<file path="src/rtl/combgen_pkg.sv">
package combgen_pkg;

    typedef enum logic {
        PH_IDLE = 1'b0,
        PH_RUN  = 1'b1
    } phase_e;

    // bits needed to hold any value 0..maxval
    function automatic int span_width(int maxval);
        return (maxval < 2) ? 1 : $clog2(maxval + 1);
    endfunction

endpackage

</file>
<file path="src/rtl/combgen_pattern.sv">
module combgen_pattern
    import combgen_pkg::*;
#(
    parameter int N  = 6,
    parameter int K  = 3,
    parameter int SW = 3,
    parameter int IW = 2,
    parameter int VW = 4
) (
    input  logic [N-1:0]  pat_i,
    input  logic [IW-1:0] ind_i,
    input  logic [SW-1:0] s_i,
    input  logic          tail_i,
    output logic [N-1:0]  pat_o
);

    logic [VW-1:0] v_w;
    logic [VW-1:0] lim_w;

    always_comb begin
        v_w   = VW'(ind_i) + VW'(s_i);
        lim_w = VW'(K) + VW'(s_i);
    end

    // position p (1..N) lives at bit N-p
    for (genvar p = 1; p <= N; p++) begin : g_bit
        always_comb begin
            if (VW'(p) == v_w - VW'(1)) begin
                pat_o[N-p] = 1'b1;
            end else if (VW'(p) == v_w - VW'(2)) begin
                pat_o[N-p] = 1'b0;
            end else if (tail_i && (VW'(p) >= v_w)) begin
                pat_o[N-p] = (VW'(p) < lim_w);
            end else begin
                pat_o[N-p] = pat_i[N-p];
            end
        end
    end

endmodule

</file>
<file path="src/rtl/combgen_table.sv">
module combgen_table
    import combgen_pkg::*;
#(
    parameter int K  = 3,
    parameter int SW = 3,
    parameter int IW = 2
) (
    input  logic          clk_i,
    input  logic          rst_ni,
    input  logic          init_i,
    input  logic          step_i,
    input  logic [IW-1:0] ind_i,
    input  logic [SW-1:0] s_i,
    output logic [SW-1:0] prev_o
);

    logic [SW-1:0] ent_d [K];
    logic [SW-1:0] ent_q [K];

    for (genvar j = 0; j < K; j++) begin : g_ent
        always_comb begin
            if (init_i) begin
                ent_d[j] = SW'(1);
            end else if (step_i && (int'(ind_i) <= j + 1)) begin
                ent_d[j] = s_i;
            end else begin
                ent_d[j] = ent_q[j];
            end
        end

        always_ff @(posedge clk_i or negedge rst_ni) begin
            if (!rst_ni) begin
                ent_q[j] <= '0;
            end else begin
                ent_q[j] <= ent_d[j];
            end
        end

        if (j < K - 1) begin : g_order
            AST_TABLE_ORDER: assert property (@(posedge clk_i) disable iff (!rst_ni)
                ent_q[j] <= ent_q[j+1]);
        end
    end

    // entry just before the current index (positions are 1-based)
    always_comb begin
        prev_o = '0;
        for (int j = 0; j < K; j++) begin
            if (int'(ind_i) == j + 2) begin
                prev_o = ent_q[j];
            end
        end
    end

endmodule

</file>
<file path="src/rtl/combgen.sv">
module combgen
    import combgen_pkg::*;
#(
    parameter int N = 6,
    parameter int K = 3
) (
    input  logic         clk_i,
    input  logic         rst_ni,
    input  logic         start_i,
    output logic [N-1:0] vec_o,
    output logic         busy_o
);

    localparam int MAXV = N - K + 1;
    localparam int SW   = span_width(MAXV + 1);
    localparam int IW   = span_width(K);
    localparam int VW   = span_width(N + 2);
    localparam logic [N-1:0] FIRST_VEC = ~({N{1'b1}} >> K);
    localparam logic [N-1:0] LAST_VEC  = ~({N{1'b1}} << K);

    typedef struct packed {
        phase_e        phase;
        logic [N-1:0]  pat;
        logic [IW-1:0] ind;
        logic [SW-1:0] s;
    } state_t;

    state_t        st_d, st_q;
    logic [N-1:0]  pat_step_w;
    logic [SW-1:0] prev_w;
    logic          last_w, step_w, init_w, below_max_w, tail_w;

    always_comb begin
        last_w      = (st_q.ind == '0) || (K == N);
        below_max_w = (st_q.s < SW'(MAXV));
        tail_w      = below_max_w && (st_q.ind < IW'(K));
        init_w      = (st_q.phase == PH_IDLE) && start_i;
        step_w      = (st_q.phase == PH_RUN) && !last_w;
    end

    combgen_pattern #(.N(N), .K(K), .SW(SW), .IW(IW), .VW(VW)) pattern_i (
        .pat_i  (st_q.pat),
        .ind_i  (st_q.ind),
        .s_i    (st_q.s),
        .tail_i (tail_w),
        .pat_o  (pat_step_w)
    );

    combgen_table #(.K(K), .SW(SW), .IW(IW)) table_i (
        .clk_i  (clk_i),
        .rst_ni (rst_ni),
        .init_i (init_w),
        .step_i (step_w),
        .ind_i  (st_q.ind),
        .s_i    (st_q.s),
        .prev_o (prev_w)
    );

    always_comb begin
        st_d = st_q;
        unique case (st_q.phase)
            PH_IDLE: begin
                if (start_i) begin
                    st_d.phase = PH_RUN;
                    st_d.pat   = FIRST_VEC;
                    st_d.ind   = IW'(K);
                    st_d.s     = SW'(2);
                end
            end
            PH_RUN: begin
                if (last_w) begin
                    st_d.phase = PH_IDLE;
                    st_d.pat   = '0;
                end else begin
                    st_d.pat = pat_step_w;
                    if (below_max_w) begin
                        st_d.s = st_q.s + SW'(1);
                        if (st_q.ind < IW'(K)) begin
                            st_d.ind = IW'(K);
                        end
                    end else begin
                        st_d.s   = (st_q.ind > IW'(1)) ? prev_w + SW'(1)
                                                       : st_q.s + SW'(1);
                        st_d.ind = st_q.ind - IW'(1);
                    end
                end
            end
            default: st_d = st_q;
        endcase
    end

    always_ff @(posedge clk_i or negedge rst_ni) begin
        if (!rst_ni) begin
            st_q.phase <= PH_IDLE;
            st_q.pat   <= '0;
            st_q.ind   <= '0;
            st_q.s     <= '0;
        end else begin
            st_q <= st_d;
        end
    end

    assign vec_o  = st_q.pat;
    assign busy_o = (st_q.phase == PH_RUN);

    AST_START_LOAD: assert property (@(posedge clk_i) disable iff (!rst_ni)
        (!busy_o && start_i) |=> (busy_o && vec_o == FIRST_VEC));
    AST_WEIGHT: assert property (@(posedge clk_i) disable iff (!rst_ni)
        busy_o |-> ($countones(vec_o) == K));
    AST_DESCEND: assert property (@(posedge clk_i) disable iff (!rst_ni)
        (busy_o && $past(busy_o)) |-> (vec_o < $past(vec_o)));
    AST_IDLE_ZERO: assert property (@(posedge clk_i) disable iff (!rst_ni)
        !busy_o |-> (vec_o == '0));
    AST_LAST_WORD: assert property (@(posedge clk_i) disable iff (!rst_ni)
        (busy_o && vec_o == LAST_VEC) |=> !busy_o);
    AST_NO_OVERFLOW: assert property (@(posedge clk_i) disable iff (!rst_ni)
        busy_o |-> (int'(st_q.s) <= MAXV + 1));
    AST_IGNORE_START: assert property (@(posedge clk_i) disable iff (!rst_ni)
        (busy_o && start_i && vec_o != LAST_VEC) |=> (busy_o && vec_o != FIRST_VEC));
    AST_FLIP_IN_RANGE: assert property (@(posedge clk_i) disable iff (!rst_ni)
        step_w |-> (int'(st_q.ind) + int'(st_q.s) <= N + 1));

endmodule

</file>
<file path="config.mk">
export PLATFORM = sky130hd
export DESIGN_NAME = combgen
export DESIGN_NICKNAME = d
export VERILOG_FILES = /design/src/rtl/combgen_pkg.sv /design/src/rtl/combgen_pattern.sv /design/src/rtl/combgen_table.sv /design/src/rtl/combgen.sv
export SDC_FILE = /design/constraint.sdc
export NUM_CORES = 1
export LEC_CHECK = 0
export BUFFER_PORTS_ARGS = -buffer_cell sky130_fd_sc_hd__buf_2
export CAP_MARGIN = 20
export CELL_PAD_IN_SITES_DETAIL_PLACEMENT = 2
export CELL_PAD_IN_SITES_GLOBAL_PLACEMENT = 2
export CORE_ASPECT_RATIO = 2
export CORE_MARGIN = 4
export CORE_UTILIZATION = 25
export DETAILED_ROUTE_END_ITERATION = 16
export GPL_TIMING_DRIVEN = 0
export PLACE_DENSITY_LB_ADDON = 0.1
export SYNTH_ARGS = -nofsm -noshare
export SYNTH_HDL_FRONTEND = slang
export SYNTH_SLANG_ARGS = --single-unit
export TNS_END_PERCENT = 1
</file>
<file path="constraint.sdc">
create_clock -name clk_i -period 2.55 [get_ports clk_i]
set_clock_uncertainty 0.05 [all_clocks]
set_input_delay 0.765 -clock clk_i [delete_from_list [all_inputs] [get_ports clk_i]]
set_output_delay 0.765 -clock clk_i [all_outputs]
set_load 0.05 [all_outputs]
</file>
==> metrics.txt <==
synth warn 0; clock period minus worst slack roughly 2.5 ns; GRT overflow 0; final setup vio count 0; multi-input logic area 1060 sq um; FF-to-FF End vec_o[5]; syn_nets 202; worst reg2reg path startpoint st_q[0]; area leader, netlist dfrtp_1; largest net degree at the start of global routing 19; count of buffer and inverter cells on the critical path 2; largest buffer count on any clock path 2; Post-synth EDFFs 0; share of post-route cells with drive strength above 1 25.8%; top-area cell type share of the netlist area 29.4%; Core Footprint roughly 6000 sq um; Critical Path Sink Type flop; Relative slew margins 56.4%; row count 40; DP Wirelength 4950 microns; top-count cell post-synth nand2_1; Hold Crit Class input pin to async pin; area delta synth->final 26.1%; Fillers between 600 and 700; DIE AREA 7510 sq um; routed len/inst 23.5 microns; setup TNS 0 ns; most frequent CP cell ha_4; status complete, no violations; WP depth 10; port buffer count 9; asr flop ratio synth 100%; final core utilization roughly 32%; Syn Area/Cell roughly 8.1 sq um; CP peak stage delay 0.54 ns; Max-cap violations 0; fin. max-slew vios 0; GRT Overall Usage 17.8%; post-synthesis register bit count 18; Crit path required time 2.70 ns; Placer Congestion roughly 0.8; Top Family by Delay on Critical Path adder cells; post-synthesis sequential area ratio 29.4%; CTS root buf clkbuf_16; FF-to-FF setup slack 0.006 ns; first-pass GRT wire length just over 10,000 microns; Slowest cell on crit path fa_2; CP arrival approximately 2.7 ns; Storage cell area 454 sq um; Primary FF master, synth dfrtp_1; cts bufs inserted 3; Worst-Margin Slew 0.654 ns; clock latency on the worst-skew pair roughly 0.26 ns; fmax 393 MHz; Final Hold Viols 0; Initial Util about 26%; crit path max fanout 8; synthesized area ~1500 sq um; CTS Sinks 18; CP Launch Type flop; Iteration-0 DRC Markers 75; initial antenna violation count 0; vias in the first global route 1,829; CP Cell Sequence ha_4 > fa_2 > buf_8 > inv_8 > ha_4 > nor2b_2 > o21bai_4 > a221oi_2 > o31ai_1 > o21ba_1; Syn Inst Count about 190; library cells used by synthesis 51; Die X ~63 microns; DIE HEIGHT 119 microns; Total Nets Final 224; I/O pins 10; r2r worst-path depth 10; mean number of vias per cell 5.75; Area contributors post-synth dfrtp_1, ha_1, nand2_1; Vias 1,565; Post-Route WL 6400 microns; Tcrit/Tclk final 99.8%; Residual DRC 0; most instantiated cells after synthesis nand2_1, nor2_1, dfrtp_1, a21oi_1, o21ai_0; antenna viol nets, final 0; n_diodes 0; CTS tree done; critical path class flop to flop; drt first pass iters 4; CTS Hold Bufs 0; CTS H-tree lvls 1; Worst-path clk slew around 0.060 ns; RSZ-0062 raised after global routing true
[cells in the final DEF (no fill, tap or decap), drive strengths merged, types with 2 or more instances in the layout]
cell type and instances:
and3b 2, clkbuf 10, a21oi 14, a221oi 3, nand3 3, nor2 19
o211ai 5, o221ai 2, nand2 22, a21boi 2, nor2b 5, a211oi 3
o22ai 2, a31oi 4, or2b 2, o21ai 15, dfrtp 18, a22o 3
o31ai 4, nand2b 3, inv 9, ha 10, buf 23, nor3 4
[cell type report]
| class | count | share of cell area (%) |
|---|---|---|
| Buffer | 11 | 4.67 |
| Clock buffer | 4 | 4.60 |
| Inverter | 9 | 2.14 |
| Multi-Input combinational cell | 149 | 55.1 |
| Sequential cell | 18 | 23.5 |
| Tap cell | 63 | 4.09 |
| Timing Repair Buffer | 18 | 5.84 |
[state kept, by name, summed over array words and instances, names as in the netlist]
name,flops
table_i.ent_q,6
vec_o,6
st_q,5
busy_o,1
[cell families (layout without fill, tap and decap cells)]
logic type / count (synthesis) / count (layout) / share of synthesized area, %
AOI/OAI and AO/OA: 69 / 69 / 30.4
xor gates and xnor gates: 1 / 1 / 0.572
DFF: 18 / 18 / 29.4
buffers and inverters: 21 / 42 / 7.77
adders and majority gates: 11 / 11 / 9.48
and+or+nand+nor: 66 / 66 / 20.9
muxes: 2 / 2 / 1.39
[layer usage]
layer	vias to the layer above	track usage, %	share of wire, %
li1	732	-	-
met1	798	17.3	36
met2	21	35.2	59
met3	14	1.62	1.4
met4	0	9.61	3.8
met5	-	0	0
[repair_timing]
action                                  4_1_cts  5_1_grt
pin swaps                                     9        3
resized for setup                            17        2
setup buffers                                 9        0
endpoints found under the setup margin        5        5
[how the worst max path moves through the flow]
stage / from / end / slack (ns)
floorplan: st_q[3] / vec_o[3] / 0.006
global placement: st_q[0] / vec_o[3] / -0.31
detailed placement: st_q[0] / vec_o[3] / -0.36
CTS: st_q[0] / vec_o[5] / -0.02
global route: st_q[0] / vec_o[3] / -0.11
finish: st_q[0] / vec_o[5] / 0.006
[per-stage QoR]
step,hold WS [ns],instances,setup slack [ns],instance area [sq um]
floorplan,0.419,188,0.00571,1580
global placement,0.432,260,-0.313,1700
detailed placement,0.455,260,-0.357,1700
CTS,0.410,272,-0.0153,1920
global route,0.428,272,-0.109,1930
finish,0.397,272,0.00585,1930
Power is not shown: default switching activity piles up to over one toggle a cycle in this logic, so the estimate is an artifact.
